File: config.mk
export PLATFORM = sky130hd
export DESIGN_NAME = ipt_lookup_unit
export DESIGN_NICKNAME = d
export VERILOG_FILES = /design/src/rtl/ipt_pkg.sv /design/src/rtl/ipt_hash.sv /design/src/rtl/ipt_slot_array.sv /design/src/rtl/ipt_probe_ctrl.sv /design/src/rtl/ipt_lookup_unit.sv
export SDC_FILE = /design/constraint.sdc
export NUM_CORES = 1
export LEC_CHECK = 0
export ABC_AREA = 1
export BUFFER_PORTS_ARGS = -buffer_cell sky130_fd_sc_hd__buf_2
export CAP_MARGIN = 20
export CORE_MARGIN = 1.5
export CORE_UTILIZATION = 25
export DETAILED_ROUTE_END_ITERATION = 8
export PLACE_DENSITY = 0.48
export SLEW_MARGIN = 30
export SYNTH_ARGS = -nofsm -noshare
export SYNTH_HDL_FRONTEND = slang
export SYNTH_SLANG_ARGS = --single-unit
File: constraint.sdc
create_clock -name clk_i -period 8.01 [get_ports clk_i]
set_input_delay 0.801 -clock clk_i [delete_from_list [all_inputs] [get_ports clk_i]]
set_output_delay 0.801 -clock clk_i [all_outputs]
set_load 0.1 [all_outputs]
File: src/rtl/ipt_pkg.sv
package ipt_pkg;
  typedef enum logic [1:0] {
    OP_LOOKUP = 2'd0,
    OP_INSERT = 2'd1,
    OP_INVAL  = 2'd2,
    OP_RSVD   = 2'd3
  } ipt_op_e;
endpackage

File: src/rtl/ipt_hash.sv
module ipt_hash #(
  parameter int PID_W = 6,
  parameter int VPN_W = 20,
  parameter int IDX_W = 4
) (
  input  logic [PID_W-1:0] pid_i,
  input  logic [VPN_W-1:0] vpn_i,
  output logic [IDX_W-1:0] idx_o
);
  always_comb begin
    idx_o = vpn_i[IDX_W-1:0];
    for (int i = 0; i < PID_W; i++) begin
      idx_o[i % IDX_W] = idx_o[i % IDX_W] ^ pid_i[i];
    end
  end
endmodule

File: src/rtl/ipt_slot_array.sv
module ipt_slot_array #(
  parameter int NUM_SLOTS = 16,
  parameter int ENTRY_W   = 33,
  localparam int IDX_W    = $clog2(NUM_SLOTS)
) (
  input  logic               clk_i,
  input  logic               rst_ni,
  input  logic [IDX_W-1:0]   rd_idx_i,
  output logic [ENTRY_W-1:0] rd_data_o,
  input  logic               wr_en_i,
  input  logic [IDX_W-1:0]   wr_idx_i,
  input  logic [ENTRY_W-1:0] wr_data_i
);
  logic [ENTRY_W-1:0] slots [NUM_SLOTS];

  for (genvar g = 0; g < NUM_SLOTS; g++) begin : g_slot
    always_ff @(posedge clk_i or negedge rst_ni) begin
      if (!rst_ni) slots[g] <= '0;
      else if (wr_en_i && wr_idx_i == IDX_W'(g)) slots[g] <= wr_data_i;
    end
  end

  assign rd_data_o = slots[rd_idx_i];
endmodule

File: src/rtl/ipt_probe_ctrl.sv
module ipt_probe_ctrl
  import ipt_pkg::*;
#(
  parameter int NUM_SLOTS = 16,
  parameter int PID_W     = 6,
  parameter int VPN_W     = 20,
  parameter int OFF_W     = 12,
  parameter int PROT_W    = 3,
  localparam int IDX_W    = $clog2(NUM_SLOTS),
  localparam int ENTRY_W  = 4 + PROT_W + PID_W + VPN_W
) (
  input  logic               clk_i,
  input  logic               rst_ni,
  input  logic               req_valid_i,
  input  logic [1:0]         req_op_i,
  input  logic [PID_W-1:0]   req_pid_i,
  input  logic [VPN_W-1:0]   req_vpn_i,
  input  logic [OFF_W-1:0]   req_off_i,
  input  logic [PROT_W-1:0]  req_prot_i,
  input  logic               req_write_i,
  input  logic [IDX_W-1:0]   start_idx_i,
  output logic [IDX_W-1:0]   rd_idx_o,
  input  logic [ENTRY_W-1:0] rd_data_i,
  output logic               wr_en_o,
  output logic [IDX_W-1:0]   wr_idx_o,
  output logic [ENTRY_W-1:0] wr_data_o,
  output logic               busy_o,
  output logic               rsp_valid_o,
  output logic               rsp_hit_o,
  output logic [IDX_W-1:0]   rsp_frame_o,
  output logic [IDX_W+OFF_W-1:0] rsp_paddr_o,
  output logic [PROT_W-1:0]  rsp_prot_o,
  output logic               rsp_dirty_o,
  output logic               rsp_used_o
);
  typedef struct packed {
    logic              occ;
    logic              live;
    logic              dirty;
    logic              used;
    logic [PROT_W-1:0] prot;
    logic [PID_W-1:0]  pid;
    logic [VPN_W-1:0]  vpn;
  } slot_t;

  typedef enum logic {S_IDLE, S_PROBE} state_e;

  state_e            state_q;
  ipt_op_e           op_q;
  logic [PID_W-1:0]  pid_q;
  logic [VPN_W-1:0]  vpn_q;
  logic [OFF_W-1:0]  off_q;
  logic [PROT_W-1:0] prot_q;
  logic              write_q;
  logic [IDX_W-1:0]  idx_q;
  logic [IDX_W-1:0]  cnt_q;
  logic [IDX_W-1:0]  frame_q;

  slot_t cur, nxt_e;
  logic  match, last, done, hit;

  assign cur      = slot_t'(rd_data_i);
  assign rd_idx_o = idx_q;
  assign wr_idx_o = idx_q;
  assign busy_o   = (state_q == S_PROBE);
  assign match    = cur.occ && cur.live && cur.pid == pid_q && cur.vpn == vpn_q;
  assign last     = (cnt_q == IDX_W'(NUM_SLOTS - 1));

  always_comb begin
    done    = 1'b0;
    hit     = 1'b0;
    wr_en_o = 1'b0;
    nxt_e   = cur;
    if (state_q == S_PROBE) begin
      if (op_q == OP_INSERT) begin
        if (!cur.occ || !cur.live) begin
          done    = 1'b1;
          hit     = 1'b1;
          wr_en_o = 1'b1;
          nxt_e   = '{occ: 1'b1, live: 1'b1, dirty: 1'b0, used: 1'b0,
                      prot: prot_q, pid: pid_q, vpn: vpn_q};
        end else if (last) done = 1'b1;
      end else begin
        if (match) begin
          done    = 1'b1;
          hit     = 1'b1;
          wr_en_o = 1'b1;
          if (op_q == OP_INVAL) begin
            nxt_e     = '0;
            nxt_e.occ = 1'b1;   // tombstone keeps later walks going
          end else begin
            nxt_e.used  = 1'b1;
            nxt_e.dirty = cur.dirty | write_q;
          end
        end else if (!cur.occ || last) done = 1'b1;
      end
    end
  end

  assign wr_data_o = nxt_e;

  always_ff @(posedge clk_i or negedge rst_ni) begin
    if (!rst_ni) begin
      state_q     <= S_IDLE;
      op_q        <= OP_LOOKUP;
      pid_q       <= '0;
      vpn_q       <= '0;
      off_q       <= '0;
      prot_q      <= '0;
      write_q     <= 1'b0;
      idx_q       <= '0;
      cnt_q       <= '0;
      frame_q     <= '0;
      rsp_valid_o <= 1'b0;
      rsp_hit_o   <= 1'b0;
      rsp_prot_o  <= '0;
      rsp_dirty_o <= 1'b0;
      rsp_used_o  <= 1'b0;
    end else begin
      rsp_valid_o <= 1'b0;
      if (state_q == S_IDLE) begin
        if (req_valid_i) begin
          state_q <= S_PROBE;
          op_q    <= ipt_op_e'(req_op_i);
          pid_q   <= req_pid_i;
          vpn_q   <= req_vpn_i;
          off_q   <= req_off_i;
          prot_q  <= req_prot_i;
          write_q <= req_write_i;
          idx_q   <= start_idx_i;
          cnt_q   <= '0;
        end
      end else if (done) begin
        state_q     <= S_IDLE;
        rsp_valid_o <= 1'b1;
        rsp_hit_o   <= hit;
        frame_q     <= hit ? idx_q : '0;
        rsp_prot_o  <= !hit ? '0 : (op_q == OP_INSERT) ? prot_q : cur.prot;
        rsp_dirty_o <= hit && op_q != OP_INSERT && op_q != OP_INVAL && cur.dirty;
        rsp_used_o  <= hit && op_q != OP_INSERT && op_q != OP_INVAL && cur.used;
      end else begin
        idx_q <= (idx_q == IDX_W'(NUM_SLOTS - 1)) ? '0 : idx_q + 1'b1;
        cnt_q <= cnt_q + 1'b1;
      end
    end
  end

  assign rsp_frame_o = frame_q;
  assign rsp_paddr_o = {frame_q, off_q};

  assert_rsp_idle_R11: assert property (@(posedge clk_i) disable iff (!rst_ni)
    rsp_valid_o |-> !busy_o);
  assert_accept_R11: assert property (@(posedge clk_i) disable iff (!rst_ni)
    (req_valid_i && !busy_o) |=> busy_o);
  assert_rsp_pulse_R11: assert property (@(posedge clk_i) disable iff (!rst_ni)
    rsp_valid_o |=> !rsp_valid_o);
  assert_miss_zero_R3: assert property (@(posedge clk_i) disable iff (!rst_ni)
    (rsp_valid_o && !rsp_hit_o) |-> (rsp_frame_o == '0 && rsp_prot_o == '0));
  assert_probe_bound_R7: assert property (@(posedge clk_i) disable iff (!rst_ni)
    (busy_o && last) |=> !busy_o);
endmodule

File: src/rtl/ipt_lookup_unit.sv
module ipt_lookup_unit #(
  parameter int NUM_SLOTS = 16,
  parameter int PID_W     = 6,
  parameter int VPN_W     = 20,
  parameter int OFF_W     = 12,
  parameter int PROT_W    = 3,
  localparam int IDX_W    = $clog2(NUM_SLOTS),
  localparam int ENTRY_W  = 4 + PROT_W + PID_W + VPN_W
) (
  input  logic                   clk_i,
  input  logic                   rst_ni,
  input  logic                   req_valid_i,
  input  logic [1:0]             req_op_i,
  input  logic [PID_W-1:0]       req_pid_i,
  input  logic [VPN_W-1:0]       req_vpn_i,
  input  logic [OFF_W-1:0]       req_off_i,
  input  logic [PROT_W-1:0]      req_prot_i,
  input  logic                   req_write_i,
  output logic                   busy_o,
  output logic                   rsp_valid_o,
  output logic                   rsp_hit_o,
  output logic [IDX_W-1:0]       rsp_frame_o,
  output logic [IDX_W+OFF_W-1:0] rsp_paddr_o,
  output logic [PROT_W-1:0]      rsp_prot_o,
  output logic                   rsp_dirty_o,
  output logic                   rsp_used_o
);
  logic [IDX_W-1:0]   start_idx, rd_idx, wr_idx;
  logic [ENTRY_W-1:0] rd_data, wr_data;
  logic               wr_en;

  ipt_hash #(.PID_W(PID_W), .VPN_W(VPN_W), .IDX_W(IDX_W)) u_hash (
    .pid_i (req_pid_i),
    .vpn_i (req_vpn_i),
    .idx_o (start_idx)
  );

  ipt_slot_array #(.NUM_SLOTS(NUM_SLOTS), .ENTRY_W(ENTRY_W)) u_slots (
    .clk_i     (clk_i),
    .rst_ni    (rst_ni),
    .rd_idx_i  (rd_idx),
    .rd_data_o (rd_data),
    .wr_en_i   (wr_en),
    .wr_idx_i  (wr_idx),
    .wr_data_i (wr_data)
  );

  ipt_probe_ctrl #(
    .NUM_SLOTS(NUM_SLOTS), .PID_W(PID_W), .VPN_W(VPN_W),
    .OFF_W(OFF_W), .PROT_W(PROT_W)
  ) u_ctrl (
    .clk_i       (clk_i),
    .rst_ni      (rst_ni),
    .req_valid_i (req_valid_i),
    .req_op_i    (req_op_i),
    .req_pid_i   (req_pid_i),
    .req_vpn_i   (req_vpn_i),
    .req_off_i   (req_off_i),
    .req_prot_i  (req_prot_i),
    .req_write_i (req_write_i),
    .start_idx_i (start_idx),
    .rd_idx_o    (rd_idx),
    .rd_data_i   (rd_data),
    .wr_en_o     (wr_en),
    .wr_idx_o    (wr_idx),
    .wr_data_o   (wr_data),
    .busy_o      (busy_o),
    .rsp_valid_o (rsp_valid_o),
    .rsp_hit_o   (rsp_hit_o),
    .rsp_frame_o (rsp_frame_o),
    .rsp_paddr_o (rsp_paddr_o),
    .rsp_prot_o  (rsp_prot_o),
    .rsp_dirty_o (rsp_dirty_o),
    .rsp_used_o  (rsp_used_o)
  );
endmodule

# [After elaboration in Yosys (flattened, before gate mapping)]
# Index checks and enable logic that the tools add are counted.
[classes] addsub=2 n_lt_le_gt_ge=1 eq_ne=23 mux=35 n_bitwise=9 reduce_logical=32
[op_table] op="$mux 33" n=6
[op_table] op="$bmux 33 s4" n=1
[op_table] op="$eq 4x4->1 const B" n=9
[op_table] op="$mux 4" n=8
[op_table] op="$mux 29" n=1
[op_table] op="$logic_and 1x1->1" n=23
[op_table] op="$eq 20x20->1" n=1
[op_table] op="$eq 4x3->1 const B" n=4
[op_table] op="$mux 1" n=15
[op_table] op="$add 4x1->4 const B" n=2
[op_table] op="$eq 4x2->1 const B" n=2
[op_table] op="$eq 6x6->1" n=1
[op_table] op="$mux 3" n=2
[op_table] op="$reduce_and 2->1" n=3
[op_table] op="$xor 1x1->1" n=6
[op_table] op="$ge 5x5->1 const B" n=1
[op_table] op="$not 4->5" n=1
[op_table] op="$eq 4x1->1 const B" n=1
[op_table] op="$logic_not 4->1" n=1
[op_table] op="$mux 2" n=2
[op_table] op="$ne 2x2->1 const B" n=2
[op_table] op="$eq 2x1->1 const B" n=1
[op_table] op="$eq 2x2->1 const B" n=1
[op_table] op="$logic_not 1->1" n=2
[op_table] op="other kinds (5)" n=6
[totals] reg_bits=592 input_bits=47 out_inout_bits=28 word_cells=133

# [Depth between registers and ports, before layout]
[logic_depth] word_depth=13 ltp_mapped=25 mapped_depth_nobuf=21

# [Modules after synthesis]
# A second synthesis with hierarchy kept.
[unflattened] hier_cells=3876 hier_area_um2=29199.3
[modules_own_cells] mod="ipt_slot_array" n_inst=1 cells_each=3359 area_each_um2=25490.7
[modules_own_cells] mod="ipt_probe_ctrl" n_inst=1 cells_each=497 area_each_um2=3621.0
[modules_own_cells] mod="ipt_hash" n_inst=1 cells_each=20 area_each_um2=87.6

# [Least setup slack after synthesis]
# No wires, ideal clock.
[synth_timing] kind="flip-flop to flip-flop" startpoint="register u_ctrl.idx_q[0], in the netlist u_ctrl.rd_idx_o[0]" endpoint="register u_slots.slots[207] (netlist name)" setup_time_ns=0.118 arrival_ns=2.642 required_time_ns=7.892 path_slack_ns=5.250 stages_incl_launch_ff=23 path_cell_list="dfrtp_1 -> buf_4 -> buf_6 -> buf_2 -> nor2_1 -> nor2_1 -> o21ai_0 -> nand2_1 -> nand2_1 -> nand2_1 -> nor2_1 -> xor2_1 -> nand3_1 -> nor2_1 -> nand2_2 -> nand2_4 -> nand2_4 -> buf_6 -> nor2_1 -> nand2_1 -> buf_2 -> nand3_1 -> nand2_1"
[synth_between] elab_chain_len=11 word_cells_on_any_way=23
[synth_rtl] element="start, declared" line="ipt_probe_ctrl.sv:55" text="logic [IDX_W-1:0] idx_q;"
[synth_rtl] element="start signal, assigned" line="ipt_probe_ctrl.sv:130" text="idx_q <= start_idx_i;"
[synth_rtl] element="start signal, assigned" line="ipt_probe_ctrl.sv:142" text="idx_q <= (idx_q == IDX_W'(NUM_SLOTS - 1)) ? '0 : idx_q + 1'b1;"
[synth_rtl] element="$not 4->5 (not written as such)" line="ipt_slot_array.sv:23" text="assign rd_data_o = slots[rd_idx_i];"
[synth_rtl] element="$bmux 33 s4" line="ipt_slot_array.sv:23"
[synth_rtl] element="$mux 33 (not written as such) (2 in series)" line="ipt_slot_array.sv:23"
[synth_rtl] element="$eq 6x6->1 or $logic_and 1x1->1 (tied branches)" line="ipt_probe_ctrl.sv:66" text="assign match = cur.occ && cur.live && cur.pid == pid_q && cur.vpn == vpn_q;"
[synth_rtl] element="$logic_and 1x1->1 (2 in series)" line="ipt_probe_ctrl.sv:66"
[synth_rtl] element="$mux 1" line="ipt_probe_ctrl.sv:84" text="if (match) begin"
[synth_rtl] element="$mux 1" line="ipt_probe_ctrl.sv:75" text="if (op_q == OP_INSERT) begin"
[synth_rtl] element="$mux 1" line="ipt_probe_ctrl.sv:74" text="if (state_q == S_PROBE) begin"
[synth_rtl] element="$logic_and 1x1->1" line="ipt_slot_array.sv:19" text="else if (wr_en_i && wr_idx_i == IDX_W'(g)) slots[g] <= wr_data_i;"
[synth_rtl] element="end signal, assigned by index" line="ipt_slot_array.sv:19"
[synth_rtl] element="end, declared" line="ipt_slot_array.sv:14" text="logic [ENTRY_W-1:0] slots [NUM_SLOTS];"
# Parallel ways exist; a longest one is shown, timed or not. The select of a mux whose other input is x is not followed.
# A chain may end at the register's enable or synchronous reset.

# [Worst setup path after layout]
[layout_timing] startpoint="register u_ctrl.idx_q[0], in the netlist u_ctrl.rd_idx_o[0]" endpoint="register u_slots.slots[46] (netlist name)"
# The elaborated chain is that of the path after synthesis.

==> flow_results.org <==
** Floorplanning
- The die covers 125000 µm².
- Horizontal die dimension :: 353 µm
- Effective utilization at floorplan :: 25.2%
- Placeable Area :: 122000 µm²
- Die height :: 353 µm
- Row count :: 128
- During I/O placement, the number of pins put on the boundary was 75.

** Critical path
- Along the worst path, the maximum fanout reaches 105.
- Kind of capture point of the worst setup path :: flip-flop
- Reg-to-reg startpoint :: u_ctrl.rd_idx_o[0]
- The critical path is of the flip-flop to flip-flop type.
- Data on the critical path arrives at its endpoint at 6.75 ns.
- The worst setup path is launched from a flip-flop.
- Cells on worst reg2reg path :: 22
- At the worst endpoint, the required time is 8.52 ns.
- The setup check on the worst reg-to-reg path leaves a slack of 1.77 ns.
- In this run the critical register-to-register path is captured at u_slots.slots[46].

** Clocking
- TritonCTS built the clock tree.
- Counting every sink on the clock net gives 592.
- Counting along the longest clock path gives a buffer depth of 3.
- After clock tree synthesis, the clock-pin slew on the worst setup and hold paths is 0.06 ns.
- Clock tree synthesis selected as its root buffer the cell sky130_fd_sc_hd__clkbuf_16.
- For the worst-skew pair, the clock arrives at the later sink with an insertion delay of 0.65 ns.
- Number of hold buffers added after CTS :: 0
- The H-tree was split into 3 levels.
- Post CTS Setup Buffer Count :: 0
- Gates resized during post-CTS repair numbered 0.
- Total CTS buffers :: 72

** Synth
- Adder and majority gate portion of the synthesized area :: 0.204%
- In this run the mean area of a mapped cell was 7.22 µm².
- Share of synthesized cell area in and, or, nand and nor gates :: 37.2%
- The biggest area contributor in the post-synthesis netlist is sky130_fd_sc_hd__dfrtp_1.
- Sequential cell area fraction in the yosys report :: 48.4%
- Synth warn :: 0
- Post-Synthesis Cells :: 4243
- By area the synthesized netlist is led by sky130_fd_sc_hd__dfrtp_1 48%, sky130_fd_sc_hd__nand2_1 23%, sky130_fd_sc_hd__nand3_1 8.3%, sky130_fd_sc_hd__nor2_1 3.9%, sky130_fd_sc_hd__inv_1 2.9%.
- Post-Synthesis Cell Area :: 30600 µm²
- Area share of the largest cell type after synthesis :: 48.4%
- In this run, synthesis inferred 0 flip-flops with an integrated enable.
- The most common cell in the synthesized netlist is sky130_fd_sc_hd__nand2_1.
- Count of cell types in the netlist :: 39
- By count the netlist is led by 1899 x sky130_fd_sc_hd__nand2_1, 592 x sky130_fd_sc_hd__dfrtp_1, 511 x sky130_fd_sc_hd__nand3_1, 316 x sky130_fd_sc_hd__nor2_1, 239 x sky130_fd_sc_hd__inv_1.
- Of the post-synthesis cell area, the part taken by muxes is 0.735%.
- Synthesis inferred 592 register bits.
- By area, the combinational part of the netlist is dominated by simple AND/OR/NAND/NOR gates.
- Xor and xnor area share after synthesis :: 0.229%
- For this run, the leading register cell type out of synthesis is sky130_fd_sc_hd__dfrtp_1.
- The number of nets handed over by synthesis was 4295.
- Async set-or-reset flop fraction in the synthesized netlist :: 100%
- Summing the areas of all compound-gate instances in the mapped netlist gives 5.20% of the synthesized area.

** STA
- Setup repair after global routing left no endpoint under its margin.
- The final number of hold-violating endpoints came to 0.
- Setup violations remaining at the end of the flow were counted as 0.
- For the final routed database, the setup TNS stands at 0 ns.
- Between clock sinks in the finished design, the worst skew comes to 0.0258 ns.
- For the pin with the worst max-slew slack, the measured transition is 1.03 ns.
- Normalized max-slew margin :: 31.0%
- Max-slew violation count :: 0
- Counting I/O delays and the setup requirement, the final critical path takes 6.24 ns.
- After layout, the worst path uses 77.9% of the clock period.
- Static timing analysis puts the maximum clock frequency at 0.160 GHz.

** Route
- In this run the top signal layer used is met5.
- Mean routed wirelength per cell :: 20.2 µm
- Vias/cell :: 4.79
- After detailed routing, the wire length on met1 is 54700 µm.
- The first detailed-routing pass took 5 iterations.
- For this run, design rule violations remaining after detail routing come to 0.
- After detailed routing, the met2 layer carries 51500 µm of wire.
- After detailed routing, the met3 layer carries 8560 µm of wire.
- Wire length after detailed routing :: 118000 µm
- Initial detailed-routing violation count :: 2666
- Via count :: 27900
- Once detail routing completed, the nets flagged for antenna violations numbered 0.

** Run status
- The flow ran to the end, and the final reports show no timing, DRC or antenna violations.

** Hold path
- Hold crit path type :: input port to asynchronous set/reset pin

** Final layout
- For this run, the number of standard cells in the final layout without fillers is 5836.
- The post-route netlist has 7.96% of its cells at a drive strength greater than 1.
- For this run, the post-layout net count is 4212.
- Area growth, synth to finish :: 12.8%
- The number of antenna diodes in the final layout is 0.
- End-of-flow core utilization :: 28.4%

** Placed design
- Quantity of I/O buffers inserted on ports :: 74
- Summed over all nets, the half-perimeter wirelength after detailed placement is 61600 µm.
- Routability Congestion :: 0.811
- Cell count after placement :: 5710

** Global routing
- The number of antenna violations at the first check in global routing was 1.
- Entering global routing, the biggest net connects 180 pins.
- Vias in the first global route :: 27100
- For this run, the total global-route usage over all layers was measured as 18.8%.
- The first global-routing pass estimated 179000 µm of wire.
- Remaining Overflow, GRT :: 0

** Pwr
- Across the VDD grid, the largest voltage drop is 0.462 mV.
- Summed over all cells, the static leakage comes to 18.4 nW.
- The design draws 14.9 mW.
- Power Density :: 432 nW/µm²

** Job
- Max-cap violations in this run came to 0.
## registers in the layout, summed over array words and instances (netlist names)
register            cells
u_ctrl.busy_o           1
u_ctrl.cnt_q            4
u_ctrl.off_q           12
u_ctrl.op_q             2
u_ctrl.pid_q            6
u_ctrl.prot_q           3
u_ctrl.rd_idx_o         4
u_ctrl.rsp_dirty_o      1
u_ctrl.rsp_frame_o      4
u_ctrl.rsp_hit_o        1
u_ctrl.rsp_prot_o       3
u_ctrl.rsp_used_o       1
u_ctrl.rsp_valid_o      1
u_ctrl.vpn_q           20
u_ctrl.write_q          1
u_slots.slots         528
## stage by stage
| step | instance area, µm² | hold WS [ns] | setup slack [ns] |
|---|---|---|---|
| 2_1_floorplan | 30600 | 0.422 | 5.25 |
| 3_3_place_gp | 32200 | 0.434 | 1.69 |
| 3_5_place_dp | 32200 | 0.438 | 1.84 |
| 4_1_cts | 34500 | 0.268 | 1.82 |
| 5_1_grt | 34500 | 0.311 | 1.42 |
| 6_report | 34500 | 0.244 | 1.77 |
## kinds of logic (layout without fill, tap and decap cells)
| family | Yosys count | after routing |
|---|---|---|
| compound gates | 294 | 294 |
| xor+xnor | 8 | 8 |
| fa+ha+maj | 5 | 5 |
| buf+inv | 546 | 514 |
| flops | 592 | 592 |
| mux | 20 | 20 |
| simple gates | 2778 | 2778 |
## placed cells by master, fill, tap and decap left out, drive strengths merged
master       n
nand2     1905
clkbuf      99
a311o        1
o21ai      208
nand4       13
ha           5
nor3         7
clkinvlp     1
bufinv       3
xor2         5
or2          8
xnor2        3
nor2       333
dfrtp      592
inv        266
mux2        20
clkinv      17
o2111ai      4
o21bai       2
o31ai        3
buf        128
nand3      512
a21oi       49
o211ai       7
a21boi       3
o22ai       17
## area by class of cell
cell class	count	area [µm²]
clock buffer	99	2070
clock inverter	26	260
fill	13400	87200
inverter	261	1010
multi-input combinational	3105	13400
sequential	592	14800
tap	1625	2030
timing repair buffer	128	935
## per-layer routing
layer	global-route usage, %	vias up
met5	0	-
met2	28.9	969
met1	26.5	13700
li1	-	13100
met3	3.69	203
met4	5.57	2
## where the power goes
part	internal [mW]	switching, mW
Combinational	1.77	5.05
Clock	1.91	1.40
Sequential	4.10	0.698
Total	7.78	7.15
## worst max-delay path, stage by stage, from the launching register on
cell	delay, ns
sky130_fd_sc_hd__dfrtp_4	0.71
sky130_fd_sc_hd__inv_8	0.57
sky130_fd_sc_hd__buf_12	0.41
sky130_fd_sc_hd__nand2_1	0.10
sky130_fd_sc_hd__nand2_1	0.07
sky130_fd_sc_hd__nand2_1	0.04
sky130_fd_sc_hd__o21ai_1	0.08
sky130_fd_sc_hd__nand2_1	0.06
sky130_fd_sc_hd__nand2_1	0.06
sky130_fd_sc_hd__nor2_1	0.10
sky130_fd_sc_hd__nor2_4	0.30
sky130_fd_sc_hd__nand2_1	0.09
sky130_fd_sc_hd__nor2_1	0.21
sky130_fd_sc_hd__nand3_1	0.16
sky130_fd_sc_hd__nor2_1	0.21
sky130_fd_sc_hd__nand2_2	0.16
sky130_fd_sc_hd__nand2_4	0.26
sky130_fd_sc_hd__nand2_4	0.42
sky130_fd_sc_hd__nor2_4	0.78
sky130_fd_sc_hd__inv_2	0.53
sky130_fd_sc_hd__buf_4	0.40
sky130_fd_sc_hd__nand2_1	0.09
sky130_fd_sc_hd__nand2_1	0.06
## worst max path at each step
stage,depth (start not counted),slack [ns],startpoint,end
floorplan,22,5.25,u_ctrl.rd_idx_o[0],u_slots.slots[207]
global placement,21,1.69,u_ctrl.rd_idx_o[0],u_slots.slots[280]
detailed placement,22,1.84,u_ctrl.rd_idx_o[0],u_slots.slots[37]
CTS,22,1.82,u_ctrl.rd_idx_o[0],u_slots.slots[37]
global route,22,1.42,u_ctrl.rd_idx_o[0],u_slots.slots[46]
finish,22,1.77,u_ctrl.rd_idx_o[0],u_slots.slots[46]
Power figures use the tool's default switching activity.
